**src/rtl/resv_pkg.sv**
```systemverilog
// Shared constants and helpers for the reservation tracker.
// Assumes: slot count is fixed per block and small enough for a flat priority pick.
package resv_pkg;

    localparam int RSV_SLOTS = 4;

    // One-hot of the lowest set bit, zero when none is set.
    function automatic logic [RSV_SLOTS-1:0] lowest_one(input logic [RSV_SLOTS-1:0] v);
        logic [RSV_SLOTS-1:0] r;
        r = '0;
        for (int i = RSV_SLOTS - 1; i >= 0; i--) begin
            if (v[i]) r = '0 | (RSV_SLOTS'(1) << i);
        end
        return r;
    endfunction

endpackage

```
**src/rtl/resv_lookup.sv**
```systemverilog
// Compares one requester ID against the valid slots of one block row.
// Assumes: the row has already been masked for any clear applied earlier in the cycle.
module resv_lookup
    import resv_pkg::*;
#(
    parameter int ID_W = 4
) (
    input  logic [RSV_SLOTS-1:0]           row_vld,
    input  logic [RSV_SLOTS-1:0][ID_W-1:0] row_id,
    input  logic [ID_W-1:0]                req_id,
    output logic                           hit
);

    logic [RSV_SLOTS-1:0] match;

    // Per-slot match of a valid entry against the requester.
    for (genvar s = 0; s < RSV_SLOTS; s++) begin : g_cmp
        assign match[s] = row_vld[s] && (row_id[s] == req_id);
    end

    // Any matching slot means the requester holds a reservation.
    always_comb hit = |match;

endmodule

```
**src/rtl/resv_table.sv**
```systemverilog
// Reservation storage: a valid bit and requester ID per slot, per block.
// Assumes: per cycle, a block clear is applied before the single slot set.
module resv_table
    import resv_pkg::*;
#(
    parameter int NUM_BLOCKS = 8,
    parameter int ID_W       = 4,
    localparam int BLK_W     = $clog2(NUM_BLOCKS)
) (
    input  logic                                           clk,
    input  logic                                           rst_n,
    input  logic [NUM_BLOCKS-1:0]                          clr,
    input  logic                                           set_en,
    input  logic [BLK_W-1:0]                               set_blk,
    input  logic [RSV_SLOTS-1:0]                           set_slot,
    input  logic [ID_W-1:0]                                set_id,
    output logic [NUM_BLOCKS-1:0][RSV_SLOTS-1:0]           tbl_vld,
    output logic [NUM_BLOCKS-1:0][RSV_SLOTS-1:0][ID_W-1:0] tbl_id
);

    for (genvar b = 0; b < NUM_BLOCKS; b++) begin : g_blk
        logic                 set_here;
        logic [RSV_SLOTS-1:0] vld_nxt;

        // Set applies to this block only when addressed.
        always_comb set_here = set_en && (set_blk == BLK_W'(b));

        // Next valid vector: clear first, then add the chosen slot.
        always_comb vld_nxt = (clr[b] ? '0 : tbl_vld[b]) | (set_here ? set_slot : '0);

        // Valid bits are reset; IDs only matter where valid.
        always_ff @(posedge clk) begin
            if (!rst_n) tbl_vld[b] <= '0;
            else        tbl_vld[b] <= vld_nxt;
        end

        // Record the requester in the newly taken slot.
        for (genvar s = 0; s < RSV_SLOTS; s++) begin : g_slot
            always_ff @(posedge clk) begin
                if (!rst_n)                      tbl_id[b][s] <= '0;
                else if (set_here && set_slot[s]) tbl_id[b][s] <= set_id;
            end
        end
    end

endmodule

```
**src/rtl/resv_tracker.sv**
```systemverilog
// Top of the bounded reservation tracker. It takes one write, one
// store-conditional and one load-linked per cycle and applies them in that order.
// Responses are registered and appear one cycle after the request.
// Assumes: block indices are below NUM_BLOCKS.
module resv_tracker
    import resv_pkg::*;
#(
    parameter int NUM_BLOCKS = 8,
    parameter int ID_W       = 4,
    localparam int BLK_W     = $clog2(NUM_BLOCKS)
) (
    input  logic             clk,
    input  logic             rst_n,
    input  logic             wr_vld,
    input  logic [BLK_W-1:0] wr_blk,
    input  logic             sc_vld,
    input  logic [BLK_W-1:0] sc_blk,
    input  logic [ID_W-1:0]  sc_id,
    input  logic             ll_vld,
    input  logic [BLK_W-1:0] ll_blk,
    input  logic [ID_W-1:0]  ll_id,
    output logic             sc_rsp_vld,
    output logic             sc_rsp_ok,
    output logic             ll_rsp_vld,
    output logic             ll_rsp_granted
);

    logic [NUM_BLOCKS-1:0][RSV_SLOTS-1:0]           tbl_vld;
    logic [NUM_BLOCKS-1:0][RSV_SLOTS-1:0][ID_W-1:0] tbl_id;
    logic [NUM_BLOCKS-1:0]                          clr;

    logic                 sc_row_wiped;
    logic [RSV_SLOTS-1:0] sc_row_vld;
    logic                 sc_hit;
    logic                 sc_win;

    logic                 ll_row_wiped;
    logic [RSV_SLOTS-1:0] ll_row_vld;
    logic [RSV_SLOTS-1:0] ll_free;
    logic                 ll_hit;
    logic                 ll_take;
    logic                 ll_grant;

    // Store-conditional sees its row after a same-cycle write clear.
    always_comb begin
        sc_row_wiped = wr_vld && (wr_blk == sc_blk);
        sc_row_vld   = sc_row_wiped ? '0 : tbl_vld[sc_blk];
    end

    resv_lookup #(.ID_W(ID_W)) u_sc_lookup (
        .row_vld (sc_row_vld),
        .row_id  (tbl_id[sc_blk]),
        .req_id  (sc_id),
        .hit     (sc_hit)
    );

    // A store-conditional wins when its requester still holds a slot.
    always_comb sc_win = sc_vld && sc_hit;

    // Load-linked sees its row after the write and a winning store-conditional.
    always_comb begin
        ll_row_wiped = (wr_vld && (wr_blk == ll_blk)) || (sc_win && (sc_blk == ll_blk));
        ll_row_vld   = ll_row_wiped ? '0 : tbl_vld[ll_blk];
        ll_free      = lowest_one(~ll_row_vld);
    end

    resv_lookup #(.ID_W(ID_W)) u_ll_lookup (
        .row_vld (ll_row_vld),
        .row_id  (tbl_id[ll_blk]),
        .req_id  (ll_id),
        .hit     (ll_hit)
    );

    // Existing holders keep their slot; newcomers need a free one.
    always_comb begin
        ll_take  = ll_vld && !ll_hit && (|ll_free);
        ll_grant = ll_vld && (ll_hit || (|ll_free));
    end

    // Per-block clear from a write or a winning store-conditional.
    for (genvar b = 0; b < NUM_BLOCKS; b++) begin : g_clr
        assign clr[b] = (wr_vld && (wr_blk == BLK_W'(b))) ||
                        (sc_win && (sc_blk == BLK_W'(b)));
    end

    resv_table #(.NUM_BLOCKS(NUM_BLOCKS), .ID_W(ID_W)) u_table (
        .clk      (clk),
        .rst_n    (rst_n),
        .clr      (clr),
        .set_en   (ll_take),
        .set_blk  (ll_blk),
        .set_slot (ll_free),
        .set_id   (ll_id),
        .tbl_vld  (tbl_vld),
        .tbl_id   (tbl_id)
    );

    // Register the responses for the cycle after the request.
    always_ff @(posedge clk) begin
        if (!rst_n) begin
            sc_rsp_vld     <= 1'b0;
            sc_rsp_ok      <= 1'b0;
            ll_rsp_vld     <= 1'b0;
            ll_rsp_granted <= 1'b0;
        end else begin
            sc_rsp_vld     <= sc_vld;
            sc_rsp_ok      <= sc_win;
            ll_rsp_vld     <= ll_vld;
            ll_rsp_granted <= ll_grant;
        end
    end

endmodule

```
**config.mk**
```make
export PLATFORM = sky130hd
export DESIGN_NAME = resv_tracker
export DESIGN_NICKNAME = d
export VERILOG_FILES = /design/src/rtl/resv_pkg.sv /design/src/rtl/resv_lookup.sv /design/src/rtl/resv_table.sv /design/src/rtl/resv_tracker.sv
export SDC_FILE = /design/constraint.sdc
export NUM_CORES = 1
export LEC_CHECK = 0
export BUFFER_PORTS_ARGS = -buffer_cell sky130_fd_sc_hd__buf_4
export CORE_MARGIN = 2
export CORE_UTILIZATION = 63
export DETAILED_ROUTE_END_ITERATION = 8
export PLACE_DENSITY = 0.8
export SLEW_MARGIN = 20
export SYNTH_ARGS = -nofsm -noshare
export SYNTH_HDL_FRONTEND = slang
export SYNTH_SLANG_ARGS = --single-unit
export TNS_END_PERCENT = 30
```
**constraint.sdc**
```tcl
create_clock -name clk -period 3.6 [get_ports clk]
set_input_delay 0.18 -clock clk [delete_from_list [all_inputs] [get_ports clk]]
set_output_delay 0.18 -clock clk [all_outputs]
set_load 0.005 [all_outputs]
```
# ---- Word level (Yosys, flattened, before mapping)
# Index checks and enable logic that the tools add are counted.
# Widths: inputs -> output; s select.
dict set report totals {
  latch_bits 0
  in_bits 22
  romBits 0
  out_inout_bits 4
  n_memories 0
  register_bits 164
  mem_bits_rw 0
  word_cells 205
}
dict set report op_classes {
  order_cmp 2
  n_div 0
  n_eq_ne 32
  multipliers 0
  bitwise 9
  shift 0
  reduce_logical 88
  muxes 30
  n_addsub 0
}
# operator count
set op_table {}
lappend op_table {{$bmux 16 s3} 2}
lappend op_table {{$mux 4} 24}
lappend op_table {{$logic_and 1x1->1} 71}
lappend op_table {{$eq 3x3->1 const B} 12}
lappend op_table {{$eq 4x4->1} 8}
lappend op_table {{$mux 16} 2}
lappend op_table {{$or 4x4->4} 8}
lappend op_table {{$bmux 4 s3} 2}
lappend op_table {{$eq 3x2->1 const B} 6}
lappend op_table {{$reduce_or 4->1} 3}
lappend op_table {{$logic_or 1x1->1} 10}
lappend op_table {{$eq 3x1->1 const B} 3}
lappend op_table {{$eq 3x3->1} 3}
lappend op_table {{$logic_not 3->1} 3}
lappend op_table {{$lt 3x4->1 const B} 2}
lappend op_table {{$not 4->4} 1}
lappend op_table {{$logic_not 1->1} 1}

# ---- Depth between registers and ports, before layout
# Gate-level depths: netlist of the first run.
dict set report logic_depth {
  word_depth 19
  depth_mapped 16
  ltp_nobuf 10
}

# ---- By module
# Synthesis of the first run repeated with hierarchy kept, for this count alone.
dict set report hier_totals {
  hier_cells 824
  area_unflattened_um2 9080.0
}
# module n_inst seq_area_each_um2 area_each_um2 cells_each
set by_module_without_submodules {}
lappend by_module_without_submodules {resv_table 1 3203.1 5870.6 569}
lappend by_module_without_submodules {resv_tracker 1 80.1 2836.5 205}
lappend by_module_without_submodules {resv_lookup 2 0.0 186.4 25}

# ---- Worst setup path before layout of the first run
# OpenSTA, ideal clock, no wires.
dict set report synth_path {
  kind {input to register}
  start {input sc_blk[1]}
  end {register u_table.tbl_vld[15] (netlist bit)}
  setup_time_ps 119
  t_arrival_ps 2778
  stages 12
  required_ps 3481
  path_buffers 2
  setup_slack_ps 704
  path_cell_list {buf_6 mux4_2 and2_1 a21oi_1 xor2_1 nand2_1 or4_1 a41oi_2 buf_6 or3b_1 and3_1 o2bb2ai_1}
}
dict set report synth_between {
  elab_chain_len 19
  elab_cells_between_ends 42
  classes_between {7 x eq/ne; 12 x mux; 2 x bitwise; 21 x reduce/logical}
}
# element line
set synth_rtl {}
lappend synth_rtl {{start, declared} resv_tracker.sv:17} ;# input logic [BLK_W-1:0] sc_blk,
lappend synth_rtl {{$bmux 16 s3, or another cell as far along} resv_tracker.sv:52} ;# .row_id (tbl_id[sc_blk]),
lappend synth_rtl {{$mux 16 (implied by the code), or another cell as far along} resv_tracker.sv:52}
lappend synth_rtl {{$eq 4x4->1 or $mux 4 (tied branches)} {resv_lookup.sv:18, resv_tracker.sv:47}}
lappend synth_rtl {{$logic_and 1x1->1} resv_lookup.sv:18} ;# assign match[s] = row_vld[s] && (row_id[s] == req_id);
lappend synth_rtl {{$reduce_or 4->1} resv_lookup.sv:22} ;# always_comb hit = |match;
lappend synth_rtl {{$logic_and 1x1->1} resv_tracker.sv:58} ;# always_comb sc_win = sc_vld && sc_hit;
lappend synth_rtl {{$logic_and 1x1->1} resv_tracker.sv:62} ;# ll_row_wiped = (wr_vld && (wr_blk == ll_blk)) || (sc_win && (sc_blk == ll_blk));
lappend synth_rtl {{$logic_or 1x1->1} resv_tracker.sv:62}
lappend synth_rtl {{$mux 4} resv_tracker.sv:63} ;# ll_row_vld = ll_row_wiped ? '0 : tbl_vld[ll_blk];
lappend synth_rtl {{$not 4->4} resv_tracker.sv:64} ;# ll_free = lowest_one(~ll_row_vld);
lappend synth_rtl {{$mux 4 (4 in a row)} resv_pkg.sv:12} ;# if (v[i]) r = '0 | (RSV_SLOTS'(1) << i);
lappend synth_rtl {{$reduce_or 4->1} resv_tracker.sv:76} ;# ll_take = ll_vld && !ll_hit && (|ll_free);
lappend synth_rtl {{$logic_and 1x1->1} resv_tracker.sv:76}
lappend synth_rtl {{$logic_and 1x1->1} resv_table.sv:26} ;# always_comb set_here = set_en && (set_blk == BLK_W'(b));
lappend synth_rtl {{$mux 4} resv_table.sv:29} ;# always_comb vld_nxt = (clr[b] ? '0 : tbl_vld[b]) | (set_here ? set_slot : '0);
lappend synth_rtl {{$or 4x4->4 (*)} resv_table.sv:29}
lappend synth_rtl {{end signal, assigned by index} resv_table.sv:34} ;# else tbl_vld[b] <= vld_nxt;
lappend synth_rtl {{end, declared} resv_table.sv:17} ;# output logic [NUM_BLOCKS-1:0][RSV_SLOTS-1:0] tbl_vld,
# Every way passes the cells marked *; elsewhere a longest branch is shown, timed or not. The select of a mux whose other input is x is not followed.
# A chain may end at the register's enable or synchronous reset.

# ---- Worst setup path after layout of the first run
dict set report layout_path {
  start {register u_table.tbl_id[73] (netlist name)}
  end {register u_table.tbl_id[13] (netlist name)}
}
dict set report layout_between {
  elab_chain_len 18
  elab_cells_between_ends 28
  classes_between {2 x eq/ne; 9 x mux; 1 x bitwise; 16 x reduce/logical}
}
# element line
set layout_rtl {}
lappend layout_rtl {{$bmux 16 s3} resv_tracker.sv:52}
lappend layout_rtl {{$mux 16 (implied by the code)} resv_tracker.sv:52}
lappend layout_rtl {{$eq 4x4->1} resv_lookup.sv:18}
lappend layout_rtl {{$logic_and 1x1->1} resv_lookup.sv:18}
lappend layout_rtl {{$reduce_or 4->1} resv_lookup.sv:22}
lappend layout_rtl {{$logic_and 1x1->1} resv_tracker.sv:58}
lappend layout_rtl {{$logic_and 1x1->1} resv_tracker.sv:62}
lappend layout_rtl {{$logic_or 1x1->1} resv_tracker.sv:62}
lappend layout_rtl {{$mux 4} resv_tracker.sv:63}
lappend layout_rtl {{$not 4->4} resv_tracker.sv:64}
lappend layout_rtl {{$mux 4 (4 in a row)} resv_pkg.sv:12}
lappend layout_rtl {{$reduce_or 4->1} resv_tracker.sv:76}
lappend layout_rtl {{$logic_and 1x1->1} resv_tracker.sv:76}
lappend layout_rtl {{$logic_and 1x1->1} resv_table.sv:26}
lappend layout_rtl {{$logic_and 1x1->1 (*)} resv_table.sv:41} ;# else if (set_here && set_slot[s]) tbl_id[b][s] <= set_id;
# Marks and branches as above.

==> flow_summary.yaml, run 1 <==
pwr:
  power.density_nw_per_um2: 396
  ir_drop_v: 0.000424
  p_total_mw: 4.08
  p_leak_nw: 4.17
die:
  die_y_um: 126
  rows: 44
  io-pin-count: 26
  core_um2: 14500
  fp.dieArea_um2: 15900
  initial_core_util_pct: 64.7
  fp.dieW_um: 126
global_routing:
  grt_antenna_before_repair: 0
  grt_pass1_vias: 7681
  grt_pass1_wl_um: 43400
  grt_max_degree: 55
  globalRouteOverflowTotal: 0
  track_usage_pct: 35.1
clock_network:
  clk_path_buf_depth: 2
  cts_htree_levels: 4
  root_buffer: "clkbuf_16"
  cts.sinks: 164
  cts_tree: "built"
  insertion_delay_ns: 0.43
  clk_pin_slew_ns: 0.06
  numCtsBuffers: 17
status:
  violations: "DRC"
  status: "finished with violations"
placed_design:
  pre_cts_ws_ns: 0.0771
  hpwl_um: 19400
  routabilityCongestion: 1.03
  portBuffers: 25
  placed_cell_area_um2: 9740
critical_path:
  cp-start-kind: "flop"
  crit_slowest_cell: "mux4_2"
  worstSetupEndpointType: "flop"
  slowest_delay_ns: 0.46
  worstPathCellList: "mux4_2, and2_1, a21oi_1, xor2_1, nand2_1, or4_1, a41oi_2, buf_4, a21oi_2, nand3_1, mux2i_1"
  cp_max_fo: 10
  critical_path_class: "flop to flop"
  setup.worst_path.start: "u_table.tbl_id[73]"
  arrival_ns: 3.54
  required_ns: 3.94
  crit_family: "simple AND/OR/NAND/NOR gates"
  path_buf_inv: 1
  r2r-start: "u_table.tbl_id[73]"
synthesis:
  syn_nets: 988
  syn_area_um2: 9410
  yosysWarnings: 0
  synth_area_per_cell_um2: 9.74
  ys_seq_area_share_pct: 34.9
  ys_async_sr_fraction_pct: 0
  synth_cells: 966
  ys.flop_type: "dfxtp_1"
  synth_edf_count: 0
  synth_seq_cells: 164
  yosys.cell_types.count: 59
detailed_routing:
  drc_errors: 1
  drtIter0Drc: 1149
  drtAntennaViolNets: 0
  drt-total-wl_um: 27700
  routedWlPerCell_um: 23.7
  firstDrtPassIters: 9
  vias: 8077
  viasPerCell: 6.92
sta:
  finalHoldViolations: 0
  whs_ns: 0.0591
  fmax_mhz: 312
  setup_violations: 0
  finalCriticalPeriod_ns: 3.21
  skew_ns: 0.00688
  max-slew-margin-rel_pct: 25.5
  worst_pin_slew_ns: 1.12
  fin_crit_sh_pct: 89.1
  report.final.slew_viol_count: 0
  tns_ns: 0
  setup_ws_ns: 0.392
  grt_setup_unrepaired: "no"
finish:
  diodes: 0
  syn_to_final_growth_pct: 9.74
  fin_nets: 996
  post-route-cell-area_um2: 10300
  drive_above_1_share_pct: 17.3
  regArea_um2: 3280
  multi_input_area_um2: 5680
  final.fill_count: 1086
job:
  drv_cap: 0
hold_path:
  holdCritStartpoint: "ll_vld"
  min_path_type: "input pin to flop"
-- metrics by stage --
| stage | utilization [%] | instances |
|---|---|---|
| 2_1_floorplan | - | 966 |
| 6_report | 71.0 | 1167 |
| 3_3_place_gp | 67.0 | 1138 |
| 5_1_grt | 71.0 | 1167 |
| 3_5_place_dp | 67.0 | 1138 |
| 4_1_cts | 71.0 | 1167 |
-- where the power goes --
part	switching (mW)	leakage (nW)	total, mW	internal [mW]
combinational	0.283	2.57	0.452	0.170
clock	0.730	0.272	1.79	1.06
sequential	0.0118	1.32	1.84	1.83
-- cell families after synthesis --
family / count (synthesis) / share of synthesized area [%]
and+or+nand+nor: 301 / 14.5
muxes: 223 / 29.9
DFF: 164 / 34.9
AOI/OAI and AO/OA: 155 / 12.3
buffers and inverters: 85 / 4.75
xor gates and xnor gates: 38 / 3.54
-- worst paths after layout --
kind	end	slack (ns)	cells past startpoint
worst max register to register	u_table.tbl_id[13]	0.39	11
worst min register to register	u_table.tbl_id[60]	0.47	2
worst max-delay path	u_table.tbl_id[13]	0.39	11
worst min-delay path	ll_rsp_vld	0.06	2
-- flip-flops by register name (all words and copies together), names as in the netlist --
register,cells
u_table.tbl_id,128
u_table.tbl_vld,32
ll_rsp_granted,1
sc_rsp_ok,1
sc_rsp_vld,1
ll_rsp_vld,1
-- repair_timing --
item	CTS	global route
resized for setup	0	0
setup endpoints to repair	0	0
endpoints found under the hold margin	1	0
setup buffers	0	0
hold buffers	1	0
-- layout make-up --
type,count,share of cell area [%]
sequential,164,31.8
timing repair buffer,68,5.21
clock buffer,20,4.52
multi-input combinational,717,55.0
tap,184,2.23
clock inverter,8,1.02
inverter,6,0.218
-- cells in the final DEF (no fill, tap or decap), drive strengths merged, types with 5 or more instances in the layout --
cell type,count
and2,7
a21oi,18
xor2,15
clkbuf,20
nand3,26
mux4,44
dfxtp,164
inv,6
a22oi,8
a221oi,8
nor2b,27
mux2,17
mux2i,162
nor2,22
nand4,10
nor3,10
buf,67
a21boi,17
o21ai,33
o2bb2ai,24
nand2b,11
a2111oi,5
nand2,176
o22ai,10
xnor2,23
-- layer usage --
metal,wire length (um),vias to the layer above,share of wire [%],global-route usage [%]
met2,12400,544,45,53.4
met1,11200,3925,40,48.1
met4,1120,0,4.0,15.2
li1,-,3522,-,-
met3,2940,86,11,8.28
met5,0,-,0,0
-- cell usage after synthesis (3+ instances only) --
cell       instances  area [um^2]
nor2b_1           27          169
inv_1              6         22.5
nor2_1            20         75.1
mux4_2            44          991
buf_6             10          113
nor3_1            10         50.1
buf_4              8         60.1
o21ai_0           33          165
nand3b_1           4         30.0
a2bb2o_1           3         30.0
and2_1             6         37.5
a211o_1            3         26.3
clkbuf_1          40          150
a22oi_1            8         60.1
a31oi_1            4         25.0
o22ai_1           10         62.6
dfxtp_1          164         3280
a21o_1             3         22.5
mux2_2            17          191
nand4_1           10         62.6
o2bb2ai_1         24          210
a21boi_0          17          128
xnor2_1           23          201
nand3_1           25          125
mux2i_1          161         1610
buf_1              3         11.3
o32ai_1            3         26.3
buf_2             17         85.1
nand2_1          176          661
a221oi_1           7         61.3
a21oi_1           15         75.1
o22a_1             4         35.0
xor2_1            15          131
nand2b_1          11         68.8
a21oi_2            3         26.3
No activity file was read; power rests on OpenSTA's default activity.
==> run 2: changes to the inputs <==
--- a/config.mk
+++ b/config.mk
@@ -10,6 +10,7 @@
 export CORE_UTILIZATION = 63
 export DETAILED_ROUTE_END_ITERATION = 8
 export PLACE_DENSITY = 0.8
+export RECOVER_POWER = 25
 export SLEW_MARGIN = 20
 export SYNTH_ARGS = -nofsm -noshare
 export SYNTH_HDL_FRONTEND = slang
==> run 2 against run 1 <==
The run ends with capacitance limit, slew limit left. Sequential power about the same. Non-clock buffer count unchanged. Register-to-register slack worse by 0.10 ns. Sequential share of layout area up 0.069 points. Critical path type unchanged. Largest power group unchanged.
==> flow_summary.yaml, run 2 (synthesis results as in run 1) <==
critical_path:
  arrival_ns: 3.65
  crit_family: "compound AO/OA/AOI/OAI gates"
  cp-start-kind: "flop"
  cp_max_fo: 19
  path_buf_inv: 2
  slowest_delay_ns: 0.46
  setup.worst_path.start: "u_table.tbl_id[73]"
  crit_slowest_cell: "mux4_2"
  r2r-start: "u_table.tbl_id[73]"
  worstSetupEndpointType: "flop"
  required_ns: 3.94
  worstPathCellList: "mux4_2, and2_1, a21oi_1, xor2_1, nand2_1, or4_1, a41oi_2, buf_4, a211o_1, clkbuf_2, o21ai_0, a21boi_0"
  critical_path_class: "flop to flop"
finish:
  final_common_cell: "nand2_1"
  fin_util_pct: 70.9
  largest_register_ffs: 128
  drive_above_1_share_pct: 17.1
  diodes: 0
  reg_top3: "u_table.tbl_id (128), u_table.tbl_vld (32)"
  fin_nets: 996
  multi_input_area_um2: 5680
  most-common-layout-cells: "nand2_1 (176), dfxtp_1 (164), mux2i_1 (161), buf_4 (59), mux4_2 (44)"
  syn_to_final_growth_pct: 9.50
  final.fill_count: 1091
  regMostFlops: "u_table.tbl_id"
  regArea_um2: 3280
pwr:
  ir_drop_v: 0.000422
  power.density_nw_per_um2: 397
  p_total_mw: 4.09
  p_leak_nw: 4.15
sta:
  finalCriticalPeriod_ns: 3.31
  tns_ns: 0
  whs_ns: 0.0555
  skew_ns: 0.00783
  fmax_mhz: 302
  setup_violations: 0
  finalHoldViolations: 0
  max-slew-margin-rel_pct: -43.0
  grt_setup_unrepaired: "no"
  worst_pin_slew_ns: 2.14
  fin_crit_sh_pct: 91.9
  report.final.slew_viol_count: 55
detailed_routing:
  firstDrtPassIters: 7
  drtIter0Drc: 1179
  viasPerCell: 6.89
  drt-total-wl_um: 27700
  vias: 8035
  routedWlPerCell_um: 23.7
  drc_errors: 0
  drtAntennaViolNets: 0
die:
  rows: 44
  io-pin-count: 26
  core_um2: 14500
  fp.dieW_um: 126
  initial_core_util_pct: 64.7
  die_y_um: 126
  fp.dieArea_um2: 15900
clock_network:
  cts_htree_levels: 4
  root_buffer: "clkbuf_16"
  cts_resized: 0
  cts_tree: "built"
  numCtsBuffers: 17
  clk_pin_slew_ns: 0.06
  clk_path_buf_depth: 2
  insertion_delay_ns: 0.44
  cts.sinks: 164
global_routing:
  grt_pass1_wl_um: 43400
  track_usage_pct: 35.1
  globalRouteOverflowTotal: 0
  grt.busiest_layer: "met2"
  met3_usage_pct: 8.28
  use_met2_pct: 53.4
  grt_antenna_before_repair: 0
  grt_max_degree: 55
  grt_pass1_vias: 7681
  met1_usage_pct: 48.1
status:
  violations: "capacitance limit, slew limit"
  status: "finished with violations"
job:
  drv_cap: 1
hold_path:
  min_path_type: "input pin to flop"
  holdCritStartpoint: "ll_vld"
placed_design:
  routabilityCongestion: 1.03
  hpwl_um: 19400
  portBuffers: 25
==> run 2: power breakdown <==
| part | leakage (nW) | total [mW] | switching, mW | internal [mW] |
|---|---|---|---|---|
| registers | 1.32 | 1.84 | 0.0118 | 1.83 |
| logic | 2.56 | 0.451 | 0.283 | 0.168 |
| clock network | 0.272 | 1.79 | 0.733 | 1.06 |
| total | 4.15 | 4.09 | 1.03 | 3.06 |
==> run 2: routing by layer <==
layer	share of wire (%)	vias up
met5	0	-
met4	3.8	0
met3	10	86
met2	45	504
met1	41	3921
li1	-	3524
==> run 2: stage by stage <==
stage          instance area (um^2)  setup slack, ns  cells
5_1_grt                       10300            0.139   1167
4_1_cts                       10300            0.434   1167
2_1_floorplan                  9410            0.704    966
3_3_place_gp                   9740            0.140   1138
6_report                      10300            0.291   1167
3_5_place_dp                   9740           0.0771   1138
==> run 2: cell type report <==
type | instances | area share (%)
Clock inverter | 8 | 1.02
Timing Repair Buffer | 68 | 5.01
Tap cell | 184 | 2.24
Sequential cell | 164 | 31.9
Clock buffer | 20 | 4.53
Multi-Input combinational cell | 717 | 55.1
Inverter | 6 | 0.219
==> run 2: repair_timing <==
item                                   in CTS  in global routing
endpoints found under the hold margin       1                  0
hold buffers                                1                  0
setup buffers                               0                  0
==> run 2: worst paths after layout <==
path                         end  slack, ns  cells after the start
max          u_table.tbl_id[103]       0.29                     12
min                   ll_rsp_vld       0.06                      2
max reg2reg  u_table.tbl_id[103]       0.29                     12
min reg2reg   u_table.tbl_id[60]       0.48                      2
==> run 3: changes to the inputs <==
--- a/config.mk
+++ b/config.mk
@@ -10,7 +10,7 @@
 export CORE_UTILIZATION = 63
 export DETAILED_ROUTE_END_ITERATION = 8
 export PLACE_DENSITY = 0.8
-export RECOVER_POWER = 25
+export RECOVER_POWER = 100
 export SLEW_MARGIN = 20
 export SYNTH_ARGS = -nofsm -noshare
 export SYNTH_HDL_FRONTEND = slang
==> run 3 against run 2 <==
The run still ends with capacitance limit, slew limit left. First-iteration DRC count decreased by 1.4%. Register-to-register slack gained 0.04 ns. Clock-buffer cell count is the same. Critical path depth up 1. Design area is 0.15% lower. Worst hold slack improved by 0.00066 ns. Critical path type is now input pin to flop. Largest cell class unchanged.
==> flow_summary.yaml, run 3 (synthesis results as in run 1) <==
finish:
  final.fill_count: 1095
  most-common-layout-cells: "nand2_1 (176), dfxtp_1 (164), mux2i_1 (161), buf_4 (57), mux4_2 (44)"
  regMostFlops: "u_table.tbl_id"
  largest_register_ffs: 128
  drive_above_1_share_pct: 16.7
  syn_to_final_growth_pct: 9.34
  fin_nets: 996
  diodes: 0
  final_common_cell: "nand2_1"
  reg_top3: "u_table.tbl_id (128), u_table.tbl_vld (32)"
sta:
  grt_setup_unrepaired: "no"
  finalHoldViolations: 0
  worst_pin_slew_ns: 2.19
  finalCriticalPeriod_ns: 3.28
  setup_violations: 0
  whs_ns: 0.0562
  tns_ns: 0
  report.final.slew_viol_count: 55
  max-slew-margin-rel_pct: -46.0
  fmax_mhz: 305
  skew_ns: 0.00710
  fin_crit_sh_pct: 91.1
detailed_routing:
  drc_errors: 0
  drt-total-wl_um: 27700
  drtAntennaViolNets: 0
  routedWlPerCell_um: 23.7
  firstDrtPassIters: 6
  viasPerCell: 6.89
  vias: 8044
  drtIter0Drc: 1163
critical_path:
  cp-start-kind: "input pin"
  crit_slowest_cell: "clkbuf_4"
  arrival_ns: 3.59
  critical_path_class: "input pin to flop"
  slowest_delay_ns: 0.44
  required_ns: 3.92
  path_buf_inv: 4
  crit_path_frequent_cell: "buf_4"
  r2r_cells: 11
  worstSetupEndpointType: "flop"
  cp.depth: 13
  crit_family: "buffers and inverters"
  cp_max_fo: 29
  worstPathCellList: "clkbuf_4, buf_4, and2_0, a22oi_1, a21o_1, a211o_1, nor3_1, nor3_1, buf_4, a221oi_1, buf_4, nand2b_1, mux2i_1"
global_routing:
  track_usage_pct: 35.1
  grt_antenna_before_repair: 0
  grt_pass1_wl_um: 43400
  grt_pass1_vias: 7681
  globalRouteOverflowTotal: 0
  grt_max_degree: 55
pwr:
  power.density_nw_per_um2: 397
  p_leak_nw: 4.15
  ir_drop_v: 0.000422
clock_network:
  cts_tree: "built"
  cts.sinks: 164
  root_buffer: "clkbuf_16"
  clk_pin_slew_ns: 0.06
  cts_htree_levels: 4
  numCtsBuffers: 17
  clk_path_buf_depth: 2
  insertion_delay_ns: 0.43
  cts_setup_buffers: 0
die:
  io-pin-count: 26
  core_um2: 14500
  initial_core_util_pct: 64.7
  rows: 44
  fp.dieW_um: 126
  fp.dieArea_um2: 15900
  die_y_um: 126
placed_design:
  routabilityCongestion: 1.03
  hpwl_um: 19400
  portBuffers: 25
job:
  drv_cap: 1
hold_path:
  hold_depth: 2
  min_path_type: "input pin to flop"
status:
  status: "finished with violations"
  violations: "capacitance limit, slew limit"
-- run 3: cell types whose count changed in the layout (fill, tap and decap cells not counted) --
cell      previous run  this run
clkbuf_4             4         5
and2_1               6         5
nor2_1              20        22
clkbuf_1             2         3
and2_0               1         2
buf_4               59        57
nor2_2               2         0
a221oi_2             1         0
a221oi_1             7         8
-- run 3: path summary, 6_finish.rpt --
kind / endpoint / slack, ns / from
worst min-delay path: ll_rsp_vld / 0.06 / ll_vld
worst max-delay path: u_table.tbl_id[65] / 0.32 / ll_blk[0]
worst max register to register: u_table.tbl_id[115] / 0.33 / u_table.tbl_id[102]
worst min register to register: u_table.tbl_id[60] / 0.47 / u_table.tbl_id[60]
-- run 3: cell type report --
| cell class | instances | area [um^2] | share of cell area [%] |
|---|---|---|---|
| Multi-Input combinational cell | 717 | 5660 | 55.1 |
| Clock buffer | 20 | 467 | 4.54 |
| Tap cell | 184 | 230 | 2.24 |
| Timing Repair Buffer | 68 | 512 | 4.98 |
| Clock inverter | 8 | 105 | 1.02 |
| Sequential cell | 164 | 3280 | 31.9 |
| Inverter | 6 | 22.5 | 0.219 |
-- run 3: timing repair --
| item | 4_1_cts | 5_1_grt |
|---|---|---|
| gates resized for setup | 0 | 0 |
| hold endpoints to repair | 1 | 0 |
| hold buffers | 1 | 0 |
-- run 3: power breakdown --
part / leakage, nW / internal, mW / switching (mW)
logic: 2.55 / 0.168 / 0.282
registers: 1.32 / 1.83 / 0.0118
clock network: 0.272 / 1.06 / 0.730
total: 4.15 / 3.06 / 1.02
-- run 3: stage by stage --
stage               instance area [um^2]  total power [mW]  cells  util, %  setup slack, ns
floorplan                           9410              2.19    966        -            0.704
global placement                    9740              2.31   1138     67.0            0.140
detailed placement                  9740              2.32   1138     67.0           0.0771
CTS                                10300              4.07   1167     71.0            0.434
global route                       10300              4.19   1167     70.8            0.154
finish                             10300              4.08   1167     70.8            0.321
-- run 3: layer usage --
layer	GRT usage [%]	vias up	part of all wire, %
li1	-	3525	-
met1	48.1	3902	40
met2	53.4	516	45
met3	8.28	101	11
met4	15.2	0	4.4
met5	0	-	0
